File: src/rtl/resv_pkg.sv
// Package: shared op codes for the reservation tracker.
// Assumes a 2-bit op field per core.
package resv_pkg;
    typedef enum logic [1:0] {
        OP_IDLE  = 2'd0,
        OP_LRSV  = 2'd1,
        OP_STORE = 2'd2,
        OP_CSTO  = 2'd3
    } resv_op_e;
endpackage

File: src/rtl/resv_slot.sv
// Module: one reservation register (valid flag + granule address).
// Assumes set and clear come from the top; set has priority over clear.
module resv_slot #(
    parameter int GRAN_W = 27
) (
    input  logic              clk,
    input  logic              rst_n,
    input  logic              set_i,
    input  logic [GRAN_W-1:0] set_gran_i,
    input  logic              clr_i,
    output logic              valid_o,
    output logic [GRAN_W-1:0] gran_o
);
    // Hold, arm or drop the reservation.
    always_ff @(posedge clk) begin
        if (!rst_n) begin
            valid_o <= 1'b0;
            gran_o  <= '0;
        end else if (set_i) begin
            valid_o <= 1'b1;
            gran_o  <= set_gran_i;
        end else if (clr_i) begin
            valid_o <= 1'b0;
        end
    end
endmodule

File: src/rtl/resv_sc_prio.sv
// Module: resolves same-granule conditional-store collisions.
// A candidate passes unless a lower-numbered candidate targets the same granule.
// Assumes candidates are already qualified by their own reservation.
module resv_sc_prio #(
    parameter int NUM_CORES = 4,
    parameter int GRAN_W    = 27
) (
    input  logic [NUM_CORES-1:0]        cand_i,
    input  logic [NUM_CORES*GRAN_W-1:0] gran_i,
    output logic [NUM_CORES-1:0]        pass_o
);
    // Mask each candidate with any earlier same-granule candidate.
    always_comb begin
        for (int i = 0; i < NUM_CORES; i++) begin
            pass_o[i] = cand_i[i];
            for (int j = 0; j < i; j++) begin
                if (cand_i[j] && gran_i[j*GRAN_W +: GRAN_W] == gran_i[i*GRAN_W +: GRAN_W])
                    pass_o[i] = 1'b0;
            end
        end
    end
endmodule

File: src/rtl/atomic_resv_tracker.sv
// Module: reservation tracker for reserve-load / conditional-store pairs.
// Watches one command slot per core per cycle and judges conditional-stores
// against the reservation state at the start of the cycle. Outputs are
// combinational in the command cycle; the reservations update at the next edge.
// Assumes each presented command is accepted in that cycle.
module atomic_resv_tracker #(
    parameter int NUM_CORES = 4,
    parameter int ADDR_W    = 32,
    parameter int GRAN_LSB  = 5
) (
    input  logic                      clk,
    input  logic                      rst_n,
    input  logic [2*NUM_CORES-1:0]    cmd_op,
    input  logic [ADDR_W*NUM_CORES-1:0] cmd_addr,
    output logic [NUM_CORES-1:0]      sc_resp,
    output logic [NUM_CORES-1:0]      sc_pass,
    output logic [NUM_CORES-1:0]      bus_wr_en
);
    import resv_pkg::*;

    localparam int GRAN_W = ADDR_W - GRAN_LSB;

    logic [NUM_CORES-1:0]        is_lrsv, is_store, is_csto;
    logic [NUM_CORES*GRAN_W-1:0] cmd_gran;
    logic [NUM_CORES-1:0]        slot_valid;
    logic [NUM_CORES*GRAN_W-1:0] slot_gran;
    logic [NUM_CORES-1:0]        sc_cand;
    logic [NUM_CORES-1:0]        wr_commit;
    logic [NUM_CORES-1:0]        snoop_kill;
    logic [NUM_CORES-1:0]        slot_clr;

    generate
        for (genvar c = 0; c < NUM_CORES; c++) begin : g_core
            // Decode the op code and cut the granule out of the address.
            always_comb begin
                is_lrsv[c]  = cmd_op[2*c +: 2] == OP_LRSV;
                is_store[c] = cmd_op[2*c +: 2] == OP_STORE;
                is_csto[c]  = cmd_op[2*c +: 2] == OP_CSTO;
                cmd_gran[c*GRAN_W +: GRAN_W] = cmd_addr[c*ADDR_W + GRAN_LSB +: GRAN_W];
            end

            // Qualify a conditional-store against the core's own reservation.
            always_comb begin
                sc_cand[c] = is_csto[c] && slot_valid[c] &&
                             (slot_gran[c*GRAN_W +: GRAN_W] == cmd_gran[c*GRAN_W +: GRAN_W]);
            end

            // Detect a committed write by another core to this reservation's granule.
            always_comb begin
                snoop_kill[c] = 1'b0;
                for (int j = 0; j < NUM_CORES; j++) begin
                    if (j != c && wr_commit[j] &&
                        cmd_gran[j*GRAN_W +: GRAN_W] == slot_gran[c*GRAN_W +: GRAN_W])
                        snoop_kill[c] = 1'b1;
                end
                slot_clr[c] = is_csto[c] || (slot_valid[c] && snoop_kill[c]);
            end

            resv_slot #(.GRAN_W(GRAN_W)) u_slot (
                .clk        (clk),
                .rst_n      (rst_n),
                .set_i      (is_lrsv[c]),
                .set_gran_i (cmd_gran[c*GRAN_W +: GRAN_W]),
                .clr_i      (slot_clr[c]),
                .valid_o    (slot_valid[c]),
                .gran_o     (slot_gran[c*GRAN_W +: GRAN_W])
            );
        end
    endgenerate

    resv_sc_prio #(.NUM_CORES(NUM_CORES), .GRAN_W(GRAN_W)) u_prio (
        .cand_i (sc_cand),
        .gran_i (cmd_gran),
        .pass_o (sc_pass)
    );

    // Drive responses and the bus write enables.
    always_comb begin
        wr_commit = is_store | sc_pass;
        sc_resp   = is_csto;
        bus_wr_en = wr_commit;
    end
endmodule

File: config.mk
export PLATFORM = sky130hd
export DESIGN_NAME = atomic_resv_tracker
export DESIGN_NICKNAME = d
export VERILOG_FILES = /design/src/rtl/resv_pkg.sv /design/src/rtl/resv_slot.sv /design/src/rtl/resv_sc_prio.sv /design/src/rtl/atomic_resv_tracker.sv
export SDC_FILE = /design/constraint.sdc
export NUM_CORES = 1
export LEC_CHECK = 0
export ABC_AREA = 1
export BUFFER_PORTS_ARGS = -buffer_cell sky130_fd_sc_hd__buf_2
export CORE_MARGIN = 2
export CORE_UTILIZATION = 50
export DETAILED_ROUTE_END_ITERATION = 10
export PLACE_DENSITY = 0.81
export RECOVER_POWER = 50
export SETUP_SLACK_MARGIN = 0.15
export SYNTH_ARGS = -nofsm -noshare
export SYNTH_HDL_FRONTEND = slang
export SYNTH_SLANG_ARGS = --single-unit
export TNS_END_PERCENT = 5
File: constraint.sdc
create_clock -name clk -period 2.1 [get_ports clk]
set_clock_uncertainty 0.15 [all_clocks]
set_input_delay 0.105 -clock clk [delete_from_list [all_inputs] [get_ports clk]]
set_output_delay 0.105 -clock clk [all_outputs]
set_load 0.01 [all_outputs]
; Word-level counts from Yosys, hierarchy flattened
; Cells that the tools add are included.
; Widths: inputs -> output; s select.
[totals]
input_bits = 138
out_inout_bits = 12
wordCells = 107
register_bits = 112
[classes]
reduce_logical = 38
n_bitwise = 1
muxes = 26
eq_ne = 34
[ops]
columns = op, n
row1 = $eq 27x27->1, 22
row2 = $logic_and 1x1->1, 30
row3 = $mux 1, 26
row4 = $eq 2x2->1 const B, 8
row5 = $eq 2x1->1 const B, 4
row6 = $reduce_bool 2->1, 4
row7 = $logic_or 1x1->1, 4
row8 = $or 4x4->4, 1

; Logic depth before layout (Yosys ltp)
; Gate-level depths: netlist (run 1).
[logic_depth]
depth_word = 16
mapped_depth = 15
mapped_depth_nobuf = 14

; Cells and area by module
; Synthesis (run 1) repeated with hierarchy kept, for this count alone.
[unflattened]
cells_unflattened = 2255
hier_area_um2 = 13085.0
[by_module_without_submodules]
columns = mod, area_each_um2, seq_area_each_um2, cells_per_inst, n_inst
row1 = atomic_resv_tracker, 6434.9, 0.0, 1160, 1
row2 = resv_slot, 1006.0, 560.5, 122, 4
row3 = resv_sc_prio, 2626.3, 0.0, 607, 1

; Worst setup path before layout (run 1)
; OpenSTA, ideal clock, no wires.
[synth_path]
path_type = register to register
startpoint = reg g_core[3].u_slot.gran_o[24]
endpoint = reg g_core[1].u_slot.valid_o
n_path_buf = 1
period_less_slack_ps = 1761
setup_ps = 120
arrival_ps = 1491
required_time_ps = 1830
path_stages_with_launch = 12
slack_ps = 339
path_cell_list = dfxtp_1 clkbuf_1 xnor2_1 nand2_1 nor3_1 nand3_1 nor2_1 nand2_1 o21ai_2 nand2_1 nand3_1 a21oi_1
[synth_between]
elab_chain_len = 11
[synth_lines]
columns = item, line_no
row1 = "start, declared", resv_slot.sv:12  ; output logic [GRAN_W-1:0] gran_o
row2 = "start signal, assigned", resv_slot.sv:21  ; gran_o <= set_gran_i;
row3 = $eq 27x27->1, atomic_resv_tracker.sv:45  ; (slot_gran[c*GRAN_W +: GRAN_W] == cmd_gran[c*GRAN_W +: GRAN_W]);
row4 = $logic_and 1x1->1, atomic_resv_tracker.sv:44  ; sc_cand[c] = is_csto[c] && slot_valid[c] &&
row5 = $mux 1 (3 in a row), resv_sc_prio.sv:17  ; if (cand_i[j] && gran_i[j*GRAN_W +: GRAN_W] == gran_i[i*GRAN_W +: GRAN_W])
row6 = $or 4x4->4, atomic_resv_tracker.sv:79  ; wr_commit = is_store | sc_pass;
row7 = named net bus_wr_en[3], atomic_resv_tracker.sv:17  ; output logic [NUM_CORES-1:0] bus_wr_en
row8 = $logic_and 1x1->1, atomic_resv_tracker.sv:52  ; if (j != c && wr_commit[j] &&
row9 = $mux 1, atomic_resv_tracker.sv:52
row10 = $logic_and 1x1->1, atomic_resv_tracker.sv:56  ; slot_clr[c] = is_csto[c] || (slot_valid[c] && snoop_kill[c]);
row11 = $logic_or 1x1->1, atomic_resv_tracker.sv:56
row12 = $reduce_bool 2->1 (no line), -
row13 = "end signal, assigned", resv_slot.sv:17  ; valid_o <= 1'b0;
row14 = "end signal, assigned", resv_slot.sv:20  ; valid_o <= 1'b1;
row15 = "end signal, assigned", resv_slot.sv:23  ; valid_o <= 1'b0;
row16 = "end, declared", resv_slot.sv:11  ; output logic valid_o,
; The timed path passes the listed nets, and every way through them passes these cells.
; A chain may end at the register's enable or synchronous reset.

; Worst setup path in the final report (run 1)
[layout_path]
startpoint = reg g_core[3].u_slot.gran_o[16]
endpoint = out sc_pass[3]
[layout_between]
elab_chain_len = 5
[layout_lines]
columns = item, line_no
row1 = $eq 27x27->1, atomic_resv_tracker.sv:45
row2 = $logic_and 1x1->1, atomic_resv_tracker.sv:44
row3 = $mux 1 (3 in a row), resv_sc_prio.sv:17
row4 = "end, declared", atomic_resv_tracker.sv:16  ; output logic [NUM_CORES-1:0] sc_pass,
; No other way between the ends.

==> results of run 1 <==
==> flip-flops by register name (all words and copies together) (netlist names) <==
name and count:
g_core.u_slot.valid_o 4, g_core.u_slot.gran_o 108
==> area by class of cell <==
cell class | count | area, µm²
fillers | 2488 | 10390
inverters | 167 | 626.9
repair buffers | 360 | 2606
diodes | 1 | 2.502
flip-flops and latches | 112 | 2335
well taps | 335 | 419.2
multi-input cells | 1645 | 9382
clock buffers | 15 | 287.8
clock inverters | 1 | 8.758
==> worst reg2reg max path: stages (launching register included) <==
cell and delay (ns):
sky130_fd_sc_hd__dfxtp_4 0.40, sky130_fd_sc_hd__inv_1 0.05, sky130_fd_sc_hd__nand2_1 0.08, sky130_fd_sc_hd__nand4_1 0.25
sky130_fd_sc_hd__nor2_1 0.19, sky130_fd_sc_hd__nand3_2 0.12, sky130_fd_sc_hd__nor2_4 0.17, sky130_fd_sc_hd__nand2_2 0.08
sky130_fd_sc_hd__nand2_4 0.09, sky130_fd_sc_hd__o21ai_2 0.09, sky130_fd_sc_hd__nand2_1 0.08, sky130_fd_sc_hd__nand3_1 0.11
sky130_fd_sc_hd__a21oi_1 0.16
==> layout by cell type (no fill, tap or decap), types with 17 or more instances in the layout <==
| cell type | netlist | layout |
|---|---|---|
| sky130_fd_sc_hd__inv_1 | 117 | 114 |
| sky130_fd_sc_hd__dlygate4sd3_1 | 0 | 75 |
| sky130_fd_sc_hd__nor2_1 | 236 | 217 |
| sky130_fd_sc_hd__buf_2 | 84 | 121 |
| sky130_fd_sc_hd__nand2_2 | 9 | 25 |
| sky130_fd_sc_hd__nand2_1 | 560 | 542 |
| sky130_fd_sc_hd__xnor2_1 | 248 | 241 |
| sky130_fd_sc_hd__nor4_1 | 19 | 18 |
| sky130_fd_sc_hd__buf_4 | 71 | 146 |
| sky130_fd_sc_hd__xor2_1 | 194 | 192 |
| sky130_fd_sc_hd__inv_2 | 49 | 52 |
| sky130_fd_sc_hd__nor2_2 | 5 | 17 |
| sky130_fd_sc_hd__o21ai_0 | 114 | 114 |
| sky130_fd_sc_hd__nor3_1 | 28 | 25 |
| sky130_fd_sc_hd__dfxtp_1 | 112 | 60 |
| sky130_fd_sc_hd__nand4_1 | 59 | 59 |
| sky130_fd_sc_hd__a21oi_1 | 105 | 103 |
| sky130_fd_sc_hd__nand3_1 | 46 | 42 |
| sky130_fd_sc_hd__dfxtp_2 | 0 | 41 |
==> layer usage <==
metal | track usage, % | routed length (µm)
met1 | 44.18 | 19880
met2 | 56.61 | 22500
met3 | 6.678 | 4815
met4 | 21.14 | 3577
met5 | 0 | 0
==> power groups by stage <==
stage                     combinational [mW]  clock, mW  sequential (mW)
after floorplan                         2.10          0             2.36
after global placement                  2.75          0             2.47
after detailed placement                2.80          0             2.48
after CTS                               2.96       1.86             2.44
after global routing                    3.30       1.93             2.47
final                                   3.07       1.86             2.45
==> cells by family after synthesis <==
group / after synthesis / synth area share [%]
simple gates: 975 / 30.54
xor+xnor: 445 / 29.56
buf+inv: 398 / 14.38
flops: 112 / 16.91
compound gates: 225 / 8.614
==> through the flow <==
| stage | power (mW) | std cells | hold WS (ns) |
|---|---|---|---|
| 2_1_floorplan | 4.457 | 2155 | 0.09421 |
| 3_3_place_gp | 5.218 | 2537 | 0.2762 |
| 3_5_place_dp | 5.282 | 2537 | 0.2862 |
| 4_1_cts | 7.264 | 2631 | 0.0001891 |
| 5_1_grt | 7.699 | 2635 | 0.02511 |
| 6_report | 7.388 | 2636 | 0.002171 |
==> final timing paths <==
| check | startpoint | depth (start not counted) | slack [ns] | endpoint |
|---|---|---|---|---|
| setup / recovery | g_core[3].u_slot.gran_o[16]$_SDFFE_PN0P_ | 10 | -0.22 | sc_pass[3] |
| hold / removal | cmd_addr[111] | 3 | 0.002 | g_core[3].u_slot.gran_o[10]$_SDFFE_PN0P_ |
| setup reg to reg | g_core[0].u_slot.gran_o[25]$_SDFFE_PN0P_ | 12 | 0.03 | g_core[1].u_slot.valid_o$_SDFFE_PN0P_ |
| hold reg to reg | g_core[3].u_slot.gran_o[17]$_SDFFE_PN0P_ | 2 | 0.35 | g_core[3].u_slot.gran_o[17]$_SDFFE_PN0P_ |
==> repair_timing <==
item | CTS | global route
setup buffers | 3 | 4
gates resized for setup | 78 | 63
hold endpoints to repair | 74 | 0
endpoints found under the setup margin | 12 | 12
pin swaps | 19 | 25
hold buffers | 75 | 0
==> summary.txt, run 1 <==
Timing
  – Highest clock frequency the design can meet: 431.4 MHz
  – Worst-case headroom to the max-slew limit: -4.707%
  – Final critical-path required period: 2.318 ns
  – Final setup violating endpoints: 8
  – Final period util: 110.4%
  – Worst Setup Slack, final: -0.2179 ns
  – Final-layout setup total negative slack: -1.306 ns
  – Max Slew Vio Count: 33
  – Setup repair after global routing missed its margin: yes
  – Final-report hold violation count: 0
  – Actual transition at the worst max-transition pin: 1.571 ns

Synth
  – Mapped Avg Cell Area: 6.154 µm²
  – Top cell types by occurrence after synthesis: sky130_fd_sc_hd__nand2_1, sky130_fd_sc_hd__xnor2_1, sky130_fd_sc_hd__nor2_1
  – Syn_nets: 2293
  – Share of flip-flops with an asynchronous set or reset: 0%
  – Number of flops mapped to enable cells by yosys: 0
  – Post-synthesis sequential area ratio: 16.91%
  – Primary flip-flop cell chosen by synthesis mapping: sky130_fd_sc_hd__dfxtp_1
  – Cells after synthesis: 2155
  – Number of storage elements in the synthesis netlist: 112
  – Cell type with the largest total area after synthesis: sky130_fd_sc_hd__dfxtp_1
  – Synth area leaders: sky130_fd_sc_hd__dfxtp_1, sky130_fd_sc_hd__xnor2_1, sky130_fd_sc_hd__nand2_1
  – Count of distinct cell types in the synthesized netlist: 35
  – Post-synthesis cell area: 13260 µm²
  – Number of warning messages in the yosys log: 0
  – Share of the synthesized area in the top cell type: 16.91%
  – Leading cell type by number of instances after synthesis: sky130_fd_sc_hd__nand2_1

Global routing
  – Pin count of the biggest net entering global routing: 111
  – First-pass GRT wire length: 76.65 mm
  – Initial antenna violation count: 1
  – Global route overflow: 0
  – Vias in the first global route: 13740
  – All-Layer GR Usage: 35.37%

Clock network
  – Clock-pin slew reported for the worst setup and hold paths after clock tree synthesis: 0.09 ns
  – Number of buffers created by CTS: 9
  – Clock insertion delay at the later pin of the skew report: 0.37 ns
  – CTS Root Buffer Type: sky130_fd_sc_hd__clkbuf_16
  – Worst-case clock buffer depth: 2
  – TritonCTS clock tree: yes
  – H-tree depth: 3
  – Sinks on the clock net: 112

Pwr
  – VDD IR-drop max: 0.4225 mV
  – Switching Fraction: 39.31%
  – Share of total power in the clock network: 25.2%
  – Internal Pwr Total: 4.484 mW
  – Cell area power density: 471.6 nW/µm²
  – Static Leak: 7.077 nW
  – Part of the total power dissipated in combinational logic: 41.6%
  – Power dissipated by switching net loads: 2.904 mW
  – Power share of the sequential group: 33.2%

Drt
  – Vias per inst: 5.501
  – Antenna violation net count after detailed routing: 0
  – DRC violation count after routing: 0
  – DRT Wirelength: 50.77 mm
  – Number of DRC markers after the initial detailed-route iteration: 1401
  – Wire per inst: 19.26 µm
  – Detailed-routing iteration count for the pre-antenna-repair pass: 6
  – Routed via count: 14500

Floorplanning
  – Std-Cell Core Area: 26060 µm²
  – Effective utilization at floorplan: 50.89%
  – Num ports: 150
  – Die outline width: 166.9 µm
  – Num rows: 59
  – Die H: 166.9 µm
  – Die area: 27840 µm²

Worst setup path
  – Critical path launch point type: register
  – Crit-path slowest cell: sky130_fd_sc_hd__xnor2_1
  – CP max stage delay: 0.34 ns
  – Worst path cell trace: xnor2_1, nand4_1, nor2_1, nand2_2, nor2_4, nand2_2, buf_6, nor2_4, buf_6, buf_6
  – Buffers plus inverters on the worst setup path: 3
  – Setup crit end kind: output pin
  – Worst path most repeated cell: sky130_fd_sc_hd__buf_6
  – Arr. time, crit path: 2.06 ns
  – Required @ worst endpoint: 1.85 ns
  – Startpoint-to-endpoint class of the critical path: reg -> out
  – Critical path's top delay family: simple AND/OR/NAND/NOR gates
  – Critical path fanouts, max: 2

Final layout
  – Post-layout instance area: 15670 µm²
  – Finished Core Util: 60.12%
  – Synth-to-layout area growth: 18.14%
  – Share of cells above drive strength 1: 20.74%
  – Final #Nets: 2433

Job
  – Number of max-cap violations: 1

Place
  – Buffers added on ports: 129
  – Post-place setup slack: 0.02300 ns
  – Cell area reported after detailed placement: 14210 µm²
  – Routability-driven placement congestion ratio: 1.080
  – Detailed Place HPWL: 38.57 mm

Min path
  – Hold crit path type: in -> reg

Outcome
  – Outcome: complete, but fails checks
  – Failing checks: capacitance limit, slew limit, setup timing
(Power assumes the default switching activity.)
==> run 2: changes to the inputs <==
--- a/config.mk
+++ b/config.mk
@@ -8,9 +8,10 @@
 export ABC_AREA = 1
 export BUFFER_PORTS_ARGS = -buffer_cell sky130_fd_sc_hd__buf_2
 export CORE_MARGIN = 2
-export CORE_UTILIZATION = 50
+export CORE_UTILIZATION = 40
 export DETAILED_ROUTE_END_ITERATION = 10
-export PLACE_DENSITY = 0.81
+export GPL_TIMING_DRIVEN = 0
+export PLACE_DENSITY = 0.69
 export RECOVER_POWER = 50
 export SETUP_SLACK_MARGIN = 0.15
 export SYNTH_ARGS = -nofsm -noshare
==> run 2 against run 1 <==
The run ends with hold timing, setup timing left. Routed wire length increased by 14%. Highest routed layer unchanged. Flip-flop and latch count unchanged. Combinational power increased by 8.1%. Critical path type unchanged. First-iteration DRC count increased by 13%. Critical path depth decreased by 1. Via count increased by 0.88%.
==> summary.txt, run 2 (synthesis results as in run 1) <==
Final layout
  – Area taken by flip-flops and latches: 2271 µm² (was 2335 µm²)
  – Leading cell type in the layout, fill and taps excluded: sky130_fd_sc_hd__nand2_1 (unchanged)
  – Commonest non-fill, non-tap cells in the layout: sky130_fd_sc_hd__nand2_1, sky130_fd_sc_hd__xnor2_1, sky130_fd_sc_hd__nor2_1 (unchanged)
  – Top Registers: g_core.u_slot.gran_o (108), g_core.u_slot.valid_o (4) (unchanged)
  – Multi-input gate area in the final layout: 9711 µm² (was 9382 µm²)
  – Synth-to-layout area growth: 21.35% (was 18.14%)
  – Most flop-heavy register: g_core.u_slot.gran_o (unchanged)
  – Final #Nets: 2433 (unchanged)
  – Post-layout instance area: 16090 µm² (was 15670 µm²)
  – Flip-flop count of the largest register after layout: 108 (unchanged)
  – Share of cells above drive strength 1: 18.30% (was 20.74%)
  – Finished Core Util: 49.34% (was 60.12%)
  – Fill count: 3412 (was 2488)

Outcome
  – Failing checks: hold timing, setup timing (was capacitance limit, slew limit, setup timing)
  – Outcome: complete, but fails checks (unchanged)

Worst setup path
  – R2R Setup Slk: -0.18 ns (was 0.03 ns)
  – Startpoint-to-endpoint class of the critical path: reg -> out (unchanged)
  – Critical path launch point type: register (unchanged)
  – Required @ worst endpoint: 1.85 ns (about the same)
  – CP max stage delay: 0.32 ns (was 0.34 ns)
  – Critical path fanouts, max: 5 (was 2)
  – Endpoint of the worst setup timing path: bus_wr_en[3] (was sc_pass[3])
  – Crit-path slowest cell: sky130_fd_sc_hd__xnor2_2 (was sky130_fd_sc_hd__xnor2_1)
  – Number of cells on the worst reg-to-reg path: 8 (was 12)
  – Setup crit end kind: output pin (unchanged)
  – Worst path cell trace: clkbuf_2, xnor2_2, nand4_1, nor2_1, nand2_1, nor2_2, nand2_2, o21ai_4, buf_6 (was xnor2_1, nand4_1, nor2_1, nand2_2, nor2_4, nand2_2, buf_6, nor2_4, buf_6, buf_6)
  – Arr. time, crit path: 2.15 ns (was 2.06 ns)
  – Start point of the critical path: g_core[3].u_slot.gran_o[22]$_SDFFE_PN0P_ (was g_core[3].u_slot.gran_o[16]$_SDFFE_PN0P_)
  – Beginning of the worst register-to-register path: g_core[0].u_slot.gran_o[23]$_SDFFE_PN0P_ (was g_core[0].u_slot.gran_o[25]$_SDFFE_PN0P_)
  – Worst r2r dst: g_core[0].u_slot.valid_o$_SDFFE_PN0P_ (was g_core[1].u_slot.valid_o$_SDFFE_PN0P_)

Clock network
  – Number of buffers created by CTS: 9 (unchanged)
  – H-tree depth: 3 (unchanged)
  – Clock insertion delay at the later pin of the skew report: 0.40 ns (was 0.37 ns)
  – Count of hold-fix buffers inserted at cts: 103 (was 75)
  – CTS Root Buffer Type: sky130_fd_sc_hd__clkbuf_16 (unchanged)
  – TritonCTS clock tree: yes (unchanged)
  – Worst-case clock buffer depth: 2 (unchanged)
  – Sinks on the clock net: 112 (unchanged)
  – Clock-pin slew reported for the worst setup and hold paths after clock tree synthesis: 0.09 ns (about the same)

Drt
  – Number of DRC markers after the initial detailed-route iteration: 1583 (was 1401)
  – Detailed-routing iteration count for the pre-antenna-repair pass: 8 (was 6)
  – DRT Wirelength: 57.74 mm (was 50.77 mm)
  – Routed via count: 14630 (was 14500)
  – Wire per inst: 21.05 µm (was 19.26 µm)
  – Vias per inst: 5.332 (was 5.501)
  – DRC violation count after routing: 0 (unchanged)
  – Antenna violation net count after detailed routing: 0 (unchanged)

Place
  – Cell area reported after detailed placement: 13910 µm² (was 14210 µm²)
  – Detailed Place HPWL: 43.61 mm (was 38.57 mm)
  – Routability-driven placement congestion ratio: 1.022 (was 1.080)
  – Buffers added on ports: 20 (was 129)

Timing
  – Worst Hold Slack: -0.02236 ns (was 0.002171 ns)
  – Final setup violating endpoints: 19 (was 8)
  – Actual transition at the worst max-transition pin: 1.098 ns (was 1.571 ns)
  – Worst-case headroom to the max-slew limit: 26.52% (was -4.707%)
  – Final critical-path required period: 2.406 ns (was 2.318 ns)
  – Setup repair after global routing missed its margin: yes (unchanged)
  – Highest clock frequency the design can meet: 415.6 MHz (was 431.4 MHz)
  – Final-layout setup total negative slack: -3.055 ns (was -1.306 ns)
  – Final-report hold violation count: 1 (was 0)
  – Final period util: 114.6% (was 110.4%)
  – Max Slew Vio Count: 0 (was 33)
  – Worst Setup Slack, final: -0.3063 ns (was -0.2179 ns)

Pwr
  – Cell area power density: 470.5 nW/µm² (was 471.6 nW/µm²)
  – Static Leak: 7.080 nW (was 7.077 nW)
  – Internal Pwr Total: 4.406 mW (was 4.484 mW)
  – Switching Fraction: 41.81% (was 39.31%)
  – Power dissipated by switching net loads: 3.165 mW (was 2.904 mW)
  – Part of the total power dissipated in combinational logic: 43.9% (was 41.6%)
  – Total chip power: 7.572 mW (was 7.388 mW)
  – Power share of the sequential group: 30.8% (was 33.2%)
  – VDD IR-drop max: 0.4165 mV (was 0.4225 mV)
  – Share of total power in the clock network: 25.3% (was 25.2%)

Floorplanning
  – Effective utilization at floorplan: 40.66% (was 50.89%)
  – Die H: 186.1 µm (was 166.9 µm)
  – Die area: 34630 µm² (was 27840 µm²)
  – Die outline width: 186.1 µm (was 166.9 µm)
  – Std-Cell Core Area: 32620 µm² (was 26060 µm²)
  – Num rows: 66 (was 59)
  – Num ports: 150 (unchanged)

Global routing
  – All-Layer GR Usage: 33.14% (was 35.37%)
  – Initial antenna violation count: 2 (was 1)
  – Global route overflow: 0 (unchanged)
  – Routing usage on met1: 43.08% (was 44.18%)
  – Met3 usage in global routing: 4.344% (was 6.678%)
  – Layer with the highest usage: met2 (unchanged)
  – First-pass GRT wire length: 83.32 mm (was 76.65 mm)
  – Vias in the first global route: 13340 (was 13740)
  – Pin count of the biggest net entering global routing: 22 (was 111)
  – Global routing usage on met2: 52.12% (was 56.61%)

Min path
  – Hold crit path type: in -> reg (unchanged)

Job
  – Number of max-cap violations: 0 (was 1)
==> run 2: worst min path at each step <==
stage	cells past startpoint	startpoint	slack, ns	end
detailed placement	3	cmd_addr[29]	0.26	g_core[0].u_slot.gran_o[24]$_SDFFE_PN0P_
global route	3	cmd_addr[125]	-0.02	g_core[3].u_slot.gran_o[24]$_SDFFE_PN0P_
CTS	3	cmd_addr[125]	-0.02	g_core[3].u_slot.gran_o[24]$_SDFFE_PN0P_
finish	3	cmd_addr[125]	-0.02	g_core[3].u_slot.gran_o[24]$_SDFFE_PN0P_
global placement	3	cmd_addr[29]	0.25	g_core[0].u_slot.gran_o[24]$_SDFFE_PN0P_
floorplan	2	cmd_op[3]	0.09	g_core[1].u_slot.gran_o[22]$_SDFFE_PN0P_
==> run 2: layout make-up <==
| cell class | instances | area share, % |
|---|---|---|
| multi-input combinational | 1645 | 60.34 |
| antenna | 1 | 0.01555 |
| inverter | 167 | 3.895 |
| sequential | 112 | 14.11 |
| tap | 442 | 3.436 |
| timing repair buffer | 129 | 7.425 |
| buffer | 231 | 8.926 |
| clock inverter | 7 | 0.4509 |
| clock buffer | 9 | 1.399 |
==> run 2: repair_timing <==
action	4_1_cts	5_1_grt
resized for setup	131	125
setup endpoints to repair	20	39
pin swaps	16	38
buffers inserted	3	3
hold endpoints to repair	102	1
==> run 2: per-layer routing <==
layer  vias up  wire length [µm]
li1       6853                 -
met1      6714             23050
met2       879             25350
met3       181              5340
met4         0              4002
met5         -                 0
==> run 2: through the flow <==
| stage | setup slack, ns | std cells |
|---|---|---|
| after floorplan | 0.3389 | 2155 |
| after global placement | -0.4374 | 2617 |
| after detailed placement | -0.4675 | 2617 |
| after CTS | -0.2811 | 2739 |
| after global routing | -0.3398 | 2742 |
| final | -0.3063 | 2743 |
==> run 2: power by group through the flow <==
stage	clock, mW	combinational, mW	sequential (mW)
after global placement	0	2.82	2.37
after global routing	2.00	3.55	2.35
after floorplan	0	2.10	2.36
final	1.91	3.32	2.33
after CTS	1.92	3.14	2.33
after detailed placement	0	2.86	2.38
==> run 2: worst max-delay path: cells and delay by family, from the launching register on <==
family,cells,cell delay [ns]
AND/OR/NAND/NOR,5,0.55
XOR/XNOR,1,0.32
buffers and inverters,2,0.31
flip-flops,1,0.31
AO/OA/AOI/OAI,1,0.25
